--- config.mk ---
export PLATFORM = sky130hd
export DESIGN_NAME = hlr_ctrl_if
export DESIGN_NICKNAME = d
export VERILOG_FILES = /design/src/rtl/hlr_pkg.sv /design/src/rtl/hlr_decode.sv /design/src/rtl/hlr_bank.sv /design/src/rtl/hlr_ctrl_if.sv
export SDC_FILE = /design/constraint.sdc
export NUM_CORES = 2
export LEC_CHECK = 0
export ABC_AREA = 0
export BUFFER_PORTS_ARGS = -buffer_cell sky130_fd_sc_hd__clkbuf_2
export CAP_MARGIN = 10
export CORE_MARGIN = 3
export CORE_UTILIZATION = 50
export CTS_BUF_LIST = sky130_fd_sc_hd__clkbuf_4
export DETAILED_ROUTE_END_ITERATION = 16
export PLACE_DENSITY = 0.77
export SLEW_MARGIN = 20
export SYNTH_ARGS = -nofsm -noshare
export SYNTH_HDL_FRONTEND = slang
export SYNTH_SLANG_ARGS = --single-unit
--- constraint.sdc ---
create_clock -name clk -period 4.79 [get_ports clk]
set_clock_uncertainty 0.05 [all_clocks]
set_input_delay 0.479 -clock clk [delete_from_list [all_inputs] [get_ports clk]]
set_output_delay 0.479 -clock clk [all_outputs]
set_load 0.02 [all_outputs]
--- src/rtl/hlr_pkg.sv ---
package hlr_pkg;

  typedef enum logic [3:0] {
    SEL_HCR, SEL_VTR, SEL_VMCR, SEL_MISR,
    SEL_EISR0, SEL_EISR1, SEL_ELSR0, SEL_ELSR1,
    SEL_APR, SEL_LR, SEL_BAD
  } reg_sel_e;

  localparam logic [8:0] OFF_HCR   = 9'h000;
  localparam logic [8:0] OFF_VTR   = 9'h004;
  localparam logic [8:0] OFF_VMCR  = 9'h008;
  localparam logic [8:0] OFF_MISR  = 9'h010;
  localparam logic [8:0] OFF_EISR0 = 9'h020;
  localparam logic [8:0] OFF_EISR1 = 9'h024;
  localparam logic [8:0] OFF_ELSR0 = 9'h030;
  localparam logic [8:0] OFF_ELSR1 = 9'h034;
  localparam logic [8:0] OFF_APR   = 9'h0F0;
  localparam logic [8:0] OFF_LR0   = 9'h100;

  localparam logic [31:0] VTR_BASE  = 32'h4400_0000;
  localparam logic [31:0] VMCR_MASK = 32'hF8FC_021F;

  localparam logic [1:0] ST_INVALID = 2'd0;
  localparam logic [1:0] ST_PENDING = 2'd1;

  typedef struct packed {
    logic [4:0] pri_mask;
    logic [2:0] bin_pt;
    logic [2:0] alias_bin_pt;
    logic       eoi_mode;
    logic       common_bp;
    logic       fiq_en;
    logic       ack_ctl;
    logic       grp1_en;
    logic       grp0_en;
  } vmcr_t;

  function automatic logic [31:0] vmcr_pack(input vmcr_t v);
    logic [31:0] w;
    w        = '0;
    w[31:27] = v.pri_mask;
    w[23:21] = v.bin_pt;
    w[20:18] = v.alias_bin_pt;
    w[9]     = v.eoi_mode;
    w[4]     = v.common_bp;
    w[3]     = v.fiq_en;
    w[2]     = v.ack_ctl;
    w[1]     = v.grp1_en;
    w[0]     = v.grp0_en;
    return w;
  endfunction

  function automatic vmcr_t vmcr_unpack(input logic [31:0] w);
    vmcr_t v;
    v.pri_mask     = w[31:27];
    v.bin_pt       = w[23:21];
    v.alias_bin_pt = w[20:18];
    v.eoi_mode     = w[9];
    v.common_bp    = w[4];
    v.fiq_en       = w[3];
    v.ack_ctl      = w[2];
    v.grp1_en      = w[1];
    v.grp0_en      = w[0];
    return v;
  endfunction

  function automatic logic [1:0] lr_state(input logic [31:0] lr);
    return lr[29:28];
  endfunction

  function automatic logic lr_eoi(input logic [31:0] lr);
    return lr[19];
  endfunction

  function automatic reg_sel_e off_to_sel(input logic [8:0] off, input int unsigned n_lr);
    reg_sel_e s;
    if (off[1:0] != 2'b00) begin
      s = SEL_BAD;
    end else begin
      case (off)
        OFF_HCR:   s = SEL_HCR;
        OFF_VTR:   s = SEL_VTR;
        OFF_VMCR:  s = SEL_VMCR;
        OFF_MISR:  s = SEL_MISR;
        OFF_EISR0: s = SEL_EISR0;
        OFF_EISR1: s = SEL_EISR1;
        OFF_ELSR0: s = SEL_ELSR0;
        OFF_ELSR1: s = SEL_ELSR1;
        OFF_APR:   s = SEL_APR;
        default: begin
          if (off >= OFF_LR0 && off < (OFF_LR0 + 9'(4 * n_lr))) s = SEL_LR;
          else s = SEL_BAD;
        end
      endcase
    end
    return s;
  endfunction

  function automatic logic [7:0] misr_calc(input logic [31:0] hcr, input logic grp0_en,
                                           input logic grp1_en, input logic pend_any,
                                           input logic few_valid, input logic eoi_any);
    logic [7:0] m;
    m[7] = hcr[7] & ~grp1_en;
    m[6] = hcr[6] &  grp1_en;
    m[5] = hcr[5] & ~grp0_en;
    m[4] = hcr[4] &  grp0_en;
    m[3] = hcr[3] & ~pend_any;
    m[2] = hcr[2] & (hcr[31:27] != 5'd0);
    m[1] = hcr[1] & few_valid;
    m[0] = eoi_any;
    return m;
  endfunction

endpackage

--- src/rtl/hlr_decode.sv ---
module hlr_decode
  import hlr_pkg::*;
#(
  parameter int NUM_CPU = 8,
  parameter int NUM_LR  = 4,
  parameter int CPU_W   = 3,
  parameter int ADDR_W  = 13,
  parameter int LW      = 2
) (
  input  logic [ADDR_W-1:0] addr,
  input  logic [CPU_W-1:0]  ctx,
  output logic [CPU_W-1:0]  cpu,
  output reg_sel_e          sel,
  output logic [LW-1:0]     lr_idx,
  output logic              cpu_err,
  output logic              off_err
);
  localparam int UP_W = ADDR_W - 9;

  logic [UP_W-1:0] window;
  logic [8:0]      off;
  logic            direct;

  assign window = addr[ADDR_W-1:9];
  assign off    = addr[8:0];
  assign direct = (window != '0);

  // upper field picks a per-CPU window, otherwise the requester's own bank
  assign cpu     = direct ? window[CPU_W-1:0] : ctx;
  assign cpu_err = direct && (window >= UP_W'(NUM_CPU));

  assign sel     = off_to_sel(off, NUM_LR);
  assign off_err = (sel == SEL_BAD);
  // LR0 sits on a 0x100 boundary, so the word index is the low offset bits
  assign lr_idx  = off[LW+1:2];

endmodule

--- src/rtl/hlr_bank.sv ---
module hlr_bank
  import hlr_pkg::*;
#(
  parameter int NUM_LR = 4,
  parameter int LW     = 2
) (
  input  logic                  clk,
  input  logic                  rst_n,
  input  logic                  wr_en,
  input  reg_sel_e              sel,
  input  logic [LW-1:0]         lr_idx,
  input  logic [31:0]           wdata,
  output logic [31:0]           hcr_q,
  output vmcr_t                 vmcr_q,
  output logic [NUM_LR*32-1:0]  lr_flat,
  output logic [NUM_LR-1:0]     elsr,
  output logic [NUM_LR-1:0]     eisr,
  output logic [7:0]            misr
);
  localparam int CNT_W = $clog2(NUM_LR + 1);

  logic [31:0]       lr_q [NUM_LR];
  logic [NUM_LR-1:0] pend_vec;
  logic [NUM_LR-1:0] live_vec;
  logic [CNT_W-1:0]  live_cnt;
  logic              few_live;

  always_ff @(posedge clk) begin
    if (!rst_n) begin
      hcr_q  <= '0;
      vmcr_q <= '0;
      for (int i = 0; i < NUM_LR; i++) lr_q[i] <= '0;
    end else if (wr_en) begin
      case (sel)
        SEL_HCR:  hcr_q <= wdata;
        SEL_VMCR: vmcr_q <= vmcr_unpack(wdata);
        SEL_LR:   lr_q[lr_idx] <= wdata;
        default:  ;
      endcase
    end
  end

  for (genvar g = 0; g < NUM_LR; g++) begin : g_lr
    assign lr_flat[g*32 +: 32] = lr_q[g];
    assign elsr[g]     = (lr_state(lr_q[g]) == ST_INVALID);
    assign eisr[g]     = (lr_state(lr_q[g]) == ST_INVALID) && lr_eoi(lr_q[g]);
    assign pend_vec[g] = (lr_state(lr_q[g]) == ST_PENDING);
    assign live_vec[g] = (lr_state(lr_q[g]) != ST_INVALID);
  end

  always_comb begin
    live_cnt = '0;
    for (int i = 0; i < NUM_LR; i++) live_cnt = live_cnt + CNT_W'(live_vec[i]);
  end

  assign few_live = (live_cnt <= CNT_W'(1));
  assign misr = misr_calc(hcr_q, vmcr_q.grp0_en, vmcr_q.grp1_en,
                          |pend_vec, few_live, |eisr);


  lr_store_chk: assert property (@(posedge clk) disable iff (!rst_n)
    (wr_en && sel == SEL_LR) |=> (lr_q[$past(lr_idx)] == $past(wdata)));


  vmcr_store_chk: assert property (@(posedge clk) disable iff (!rst_n)
    (wr_en && sel == SEL_VMCR) |=> (vmcr_pack(vmcr_q) == ($past(wdata) & VMCR_MASK)));


  apr_ignore_chk: assert property (@(posedge clk) disable iff (!rst_n)
    (wr_en && sel == SEL_APR) |=> ($stable(hcr_q) && $stable(vmcr_q) && $stable(lr_flat)));

endmodule

--- src/rtl/hlr_ctrl_if.sv ---
module hlr_ctrl_if
  import hlr_pkg::*;
#(
  parameter int NUM_CPU = 8,   // power of two
  parameter int NUM_LR  = 4,   // 1..32
  localparam int CPU_W  = (NUM_CPU > 1) ? $clog2(NUM_CPU) : 1,
  localparam int ADDR_W = CPU_W + 10
) (
  input  logic              clk,
  input  logic              rst_n,
  input  logic              req_valid,
  input  logic              req_write,
  input  logic [ADDR_W-1:0] req_addr,
  input  logic [31:0]       req_wdata,
  input  logic [CPU_W-1:0]  req_ctx,
  output logic              rsp_valid,
  output logic [31:0]       rsp_rdata,
  output logic              rsp_err
);
  localparam int LW = (NUM_LR > 1) ? $clog2(NUM_LR) : 1;
  localparam logic [31:0] VTR_VAL = VTR_BASE | 32'(NUM_LR - 1);

  logic [CPU_W-1:0] cpu_idx;
  reg_sel_e         sel;
  logic [LW-1:0]    lr_idx;
  logic             cpu_err;
  logic             off_err;
  logic             req_err;
  logic [31:0]      rd_word;

  logic [31:0]          hcr_a  [NUM_CPU];
  vmcr_t                vmcr_a [NUM_CPU];
  logic [NUM_LR*32-1:0] lr_a   [NUM_CPU];
  logic [NUM_LR-1:0]    elsr_a [NUM_CPU];
  logic [NUM_LR-1:0]    eisr_a [NUM_CPU];
  logic [7:0]           misr_a [NUM_CPU];

  hlr_decode #(
    .NUM_CPU(NUM_CPU), .NUM_LR(NUM_LR), .CPU_W(CPU_W), .ADDR_W(ADDR_W), .LW(LW)
  ) u_dec (
    .addr(req_addr), .ctx(req_ctx), .cpu(cpu_idx), .sel(sel),
    .lr_idx(lr_idx), .cpu_err(cpu_err), .off_err(off_err)
  );

  assign req_err = cpu_err | off_err;

  for (genvar c = 0; c < NUM_CPU; c++) begin : g_cpu
    logic bank_wr;
    assign bank_wr = req_valid && req_write && !req_err && (cpu_idx == CPU_W'(c));
    hlr_bank #(.NUM_LR(NUM_LR), .LW(LW)) u_bank (
      .clk(clk), .rst_n(rst_n), .wr_en(bank_wr), .sel(sel), .lr_idx(lr_idx),
      .wdata(req_wdata), .hcr_q(hcr_a[c]), .vmcr_q(vmcr_a[c]), .lr_flat(lr_a[c]),
      .elsr(elsr_a[c]), .eisr(eisr_a[c]), .misr(misr_a[c])
    );
  end

  always_comb begin
    case (sel)
      SEL_HCR:   rd_word = hcr_a[cpu_idx];
      SEL_VTR:   rd_word = VTR_VAL;
      SEL_VMCR:  rd_word = vmcr_pack(vmcr_a[cpu_idx]);
      SEL_MISR:  rd_word = 32'(misr_a[cpu_idx]);
      SEL_EISR0: rd_word = 32'(eisr_a[cpu_idx]);
      SEL_ELSR0: rd_word = 32'(elsr_a[cpu_idx]);
      SEL_LR:    rd_word = lr_a[cpu_idx][32*lr_idx +: 32];
      default:   rd_word = '0;
    endcase
  end

  always_ff @(posedge clk) begin
    if (!rst_n) begin
      rsp_valid <= 1'b0;
      rsp_err   <= 1'b0;
      rsp_rdata <= '0;
    end else begin
      rsp_valid <= req_valid;
      rsp_err   <= req_valid && req_err;
      rsp_rdata <= (req_valid && !req_write && !req_err) ? rd_word : '0;
    end
  end


  rsp_follow_chk: assert property (@(posedge clk) disable iff (!rst_n)
    req_valid |=> rsp_valid);


  rsp_idle_chk: assert property (@(posedge clk) disable iff (!rst_n)
    !req_valid |=> !rsp_valid);


  err_resp_chk: assert property (@(posedge clk) disable iff (!rst_n)
    (req_valid && (cpu_err || off_err)) |=> (rsp_err && rsp_rdata == 32'd0));


  vtr_read_chk: assert property (@(posedge clk) disable iff (!rst_n)
    (req_valid && !req_write && !cpu_err && sel == SEL_VTR) |=> (rsp_rdata == VTR_VAL));

endmodule

# Yosys cells after proc, flatten, opt, wreduce, memory -nomap -nowiden
# Memories as Yosys holds them, arrays and structs flattened.
# Index checks and enable logic that the tools add are counted.
[word_totals]
ff_bits = 426
ramBits = 1024
inputBits = 52
out_inout_bits = 34
n_memories = 8
[memory_table]
columns = ["name", "words", "word_bits", "read_ports", "rd_ports_with_merged_regs", "write_ports", "line", "rtl"]
rows = [
  ["g_cpu[0].u_bank.lr_q", 4, 32, 4, 0, 4, "hlr_bank.sv:22", "logic [31:0] lr_q [NUM_LR];"],
  ["g_cpu[1].u_bank.lr_q", 4, 32, 4, 0, 4, "hlr_bank.sv:22", ""],
  ["g_cpu[2].u_bank.lr_q", 4, 32, 4, 0, 4, "hlr_bank.sv:22", ""],
  ["g_cpu[3].u_bank.lr_q", 4, 32, 4, 0, 4, "hlr_bank.sv:22", ""],
  ["g_cpu[4].u_bank.lr_q", 4, 32, 4, 0, 4, "hlr_bank.sv:22", ""],
  ["g_cpu[5].u_bank.lr_q", 4, 32, 4, 0, 4, "hlr_bank.sv:22", ""],
  ["+2 memories", "-", "-", "-", "-", "-", "-", ""],
]
[classes]
n_addsub = 24
n_lt_le_gt_ge = 12
eq_ne = 54
n_shift = 1
n_mux = 73
bitwise_logic = 82
reduce_logical = 167
[ops]
columns = ["op", "count"]
rows = [
  ["$bmux 128 s3", 1],
  ["$mux 32", 10],
  ["$mux 128", 2],
  ["$reduce_or 32->1", 8],
  ["$pmux 32 s7", 1],
  ["$shiftx 128x8->32", 1],
  ["$bmux 32 s3", 1],
  ["$reduce_bool 2->1", 33],
  ["$eq 2x1->1 const B", 32],
  ["$logic_not 2->1", 32],
  ["$reduce_or 4->1", 16],
  ["$and 1x1->1", 56],
  ["$bmux 17 s3", 1],
  ["$add 3x1->3", 16],
  ["$logic_and 1x1->1", 47],
  ["$reduce_bool 5->1", 8],
  ["$eq 9x6->1 const B", 4],
  ["$pmux 4 s9", 1],
  ["$mux 1", 34],
  ["$mux 17", 2],
  ["$reduce_and 2->1", 17],
  ["$bmux 4 s3", 2],
  ["$bmux 8 s3", 1],
  ["$le 3x1->1 const B", 8],
  ["27 further kinds", 79],
]

# Logic depth before layout (Yosys ltp)
[depth]
word_depth = 15
depth_mapped = 14

# Modules after synthesis
# From an unflattened synthesis, not the netlist that was laid out.
[hier_totals]
hier_cells = 5096
hier_area_um2 = 68374.3
[modules_own_cells]
columns = ["module", "n_inst", "cells_each", "area_per_inst_um2"]
rows = [
  ["hlr_bank", 8, 510, 6842.8],
  ["hlr_ctrl_if", 1, 978, 13382.8],
  ["hlr_decode", 1, 38, 249.0],
]

# Worst setup path after synthesis
# No wires, ideal clock.
[synth_timing]
kind = "input to register"
startpoint = "input req_addr[1]"
endpoint = "memory g_cpu[3].u_bank.lr_q[1][0], enable pin"
arrival_time_ns = 4.606
slack_ns = -0.331
stages = 9
path_buffers = 2
cell_sequence = "or4_1 -> nor2_2 -> a211oi_2 -> nor3_2 -> and3_1 -> buf_4 -> nand3_2 -> buf_2 -> o21ai_0"
[synth_rtl]
columns = ["element", "line", "rtl"]
rows = [
  ["start, declared", "hlr_ctrl_if.sv:13", "input logic [ADDR_W-1:0] req_addr,"],
  ["end, declared", "hlr_bank.sv:22", ""],
]

==> metrics.txt <==
Pre-antenna DRT Iters=6; Vias/cell=6.227; Clock Latency Late Sink=1300 ps; IO Port Bufs=85; final WL=234.3 mm; Post-Syn Instances=6891; I/O pin count=86; Flop pwr share=0.521; status=finished, final reports clean; clock transition at the registers of the reported paths=70 ps; clk sinks=1450; Critical-path top delay cell=a31oi_1; min Tclk post-route=4387 ps; Clock Tree Buf Depth=4; leakage power=0.02690 uW; Req. time, crit path=5790 ps; Crit path arrival time=5390 ps; Crit Path Class=reg2reg; Final #Nets=7102; worst path bufs/invs=1; Setup crit end kind=flop; cts bufs inserted=372; Max Cap Viol=0; Synth Net Count=6963; combinational fraction of design power=0.091; Setup crit start kind=flop; CP Cell Sequence=nor2_1, inv_1, ha_1, fa_1, ha_1, nor2_1, mux2_2, a21oi_1, o21ai_0, a31oi_1, o32ai_1, a2111oi_0, a21oi_1; Initial Util=0.5047; count of flip-flops with a built-in enable after synthesis=1024; Residual DRC=0; Top Family by Delay on Critical Path=compound AO/OA/AOI/OAI gates; most frequent cells in the layout=1789 x nand2_1, 1024 x edfxtp_1, 838 x nor2_1, 540 x clkbuf_4, 436 x nand3_1; Rel. slew slack=0.1515; commonest non-fill, non-tap cell in the layout=nand2_1; Net Sw Frac=0.2595; initial antenna violation count=24; worst min path class=in2reg; Cell Count, Final, Fillers Out=9073; Final Hold Fails=0; worst vdd ir=0.2729 mV; setup violators final=0; fmax=228.0 MHz; Placed Area=70430 sq um; DR vias=56500; Power Dens Cells=355.5 nW/um^2; Die Ht=373.5 um; core area=133800 sq um; setup tns final=0 ps; grt ovf=0; synthesis-to-layout area growth=11.76%; HPWL after DPL=142.5 mm; Design Power=26830 uW; clock power share=0.388; Die Width=373.5 um; Post-synth top flop=edfxtp_1; Slew Viols, Final=0; register bit total from synthesis=1450; post-route antenna net violation count=0; dpl cells=8377; RSZ-0062 raised after global routing=no; Tcrit/Tclk final=0.9158; die area=139500 sq um; share of layout cells above drive strength 1=0.1387; Distinct cells, synth=76; Synth Warn #=0; vias in the first global route=54700; total track usage=0.3286; crit path max fanout=4; fraction of the yosys area taken by sequential cells=0.5817; first-pass GRT wire length=346.0 mm; CTS tree=yes; fin area=75470 sq um; Slew @ Worst Pin=1241 ps; clock root cell=clkbuf_4; asr flop ratio synth=0; Mean Syn Cell Area=9.799 sq um; Mapped Area=67530 sq um; Psw=6962 uW; Pint=19870 uW; site row count=134; CTS HTree Levels=5; slowest stage delay, CP=540 ps; post-CTS setup buffer count=0; RD Place Congestion=0.9691; WL/cell=25.82 um; Initial DRC Count=8332; largest net degree at the start of global routing=145
==> worst paths after layout <==
kind	startpoint	end	slack, ps	cells past startpoint
max	g_cpu[0].u_bank.lr_q[1][28]$_SDFFCE_PN0P_	rsp_rdata[1]$_SDFF_PN0_	400	13
min	req_addr[3]	rsp_rdata[29]$_SDFF_PN0_	120	4
max reg2reg	g_cpu[0].u_bank.lr_q[1][28]$_SDFFCE_PN0P_	rsp_rdata[1]$_SDFF_PN0_	400	13
min reg2reg	g_cpu[0].u_bank.hcr_q[18]$_SDFFE_PN0P_	g_cpu[0].u_bank.hcr_q[18]$_SDFFE_PN0P_	400	2
==> final cells by class <==
cell class	instances	area, sq um
clock buffers	540	4054
clock inverters	100	494.2
fillers	11170	58320
repair buffers	370	3274
multi-input cells	4774	25900
flip-flops and latches	1450	39280
inverters	62	232.7
well taps	1768	2212
diodes	9	22.52
==> Yosys cell counts (all sizes together), types with 7 or more instances <==
| cell | count | area, sq um |
|---|---|---|
| nor2 | 859 | 3257 |
| a211o | 11 | 96.34 |
| nor4 | 10 | 77.57 |
| nand3b | 7 | 52.55 |
| o211ai | 12 | 90.09 |
| a311oi | 98 | 858.3 |
| edfxtp | 1024 | 30750 |
| nor2b | 102 | 638.1 |
| a211oi | 23 | 177.7 |
| nor3b | 17 | 127.6 |
| a31oi | 97 | 606.8 |
| nor3 | 18 | 100.1 |
| mux4 | 50 | 1126 |
| buf | 208 | 1151 |
| a22oi | 11 | 82.58 |
| a21oi | 83 | 415.4 |
| o21ai | 68 | 340.3 |
| nand4 | 22 | 137.6 |
| mux2i | 250 | 2502 |
| and3 | 290 | 1814 |
| nand3 | 438 | 2202 |
| a21boi | 295 | 2215 |
| or4 | 8 | 60.06 |
| and2 | 68 | 425.4 |
| o22ai | 43 | 269.0 |
| a221o | 7 | 70.07 |
| dfxtp | 426 | 8528 |
| ha | 18 | 225.2 |
| nand2 | 1795 | 6753 |
| or2 | 7 | 43.80 |
| inv | 62 | 232.7 |
| clkbuf | 397 | 1490 |
==> worst register-to-register path, delay by kind of cell, from the launching register on <==
family          cells  cell delay, ps
compound gates      6            1800
fa+ha+maj           3            1090
buf+inv             1             100
flops               1             450
mux                 1             250
simple gates        2             430
==> power by group through the flow <==
stage               clock, uW  sequential [uW]  combinational, uW
floorplan                   0            14200               1370
global placement            0            14200               2280
detailed placement          0            14200               2310
CTS                     10500            14000               2350
global route            11200            14000               2530
finish                  10400            14000               2430
==> timing repair <==
| action | CTS | global route |
|---|---|---|
| setup endpoints to repair | 0 | 0 |
| hold buffers | 47 | 0 |
| endpoints found under the hold margin | 965 | 0 |
| resized for setup | 0 | 0 |
==> kinds of logic (layout without fill, tap and decap cells) <==
logic type,after synthesis,after routing,synth area share
and+or+nand+nor,3660,3660,0.2347
DFF,1450,1450,0.5817
AOI/OAI and AO/OA,792,792,0.08310
buffers and inverters,667,1072,0.04256
muxes,302,302,0.05407
adders and majority gates,20,20,0.003928
other,0,9,0
==> flip-flops by register name, indices dropped and copies added (netlist names) <==
name                 cells
g_cpu.u_bank.hcr_q     256
rsp_rdata               32
g_cpu.u_bank.lr_q     1024
rsp_valid                1
g_cpu.u_bank.vmcr_q    136
rsp_err                  1
==> metal layers <==
metal	up-vias	part of all wire	GRT usage
met1	26790	0.36	0.4207
met3	891	0.14	0.1011
met2	4442	0.44	0.4994
met4	16	0.056	0.1797
met5	-	0.00045	0
li1	24370	-	-
==> per-stage QoR <==
step	utilization	hold WS (ps)	worst slack (ps)
final	0.5641	117.3	403.3
after global routing	0.5639	75.24	271.0
after CTS	0.5639	12.95	681.9
after detailed placement	0.5264	395.6	533.0
after global placement	0.5264	390.5	588.2
after floorplan	-	385.1	-331.2
Power figures use the tool's default switching activity.
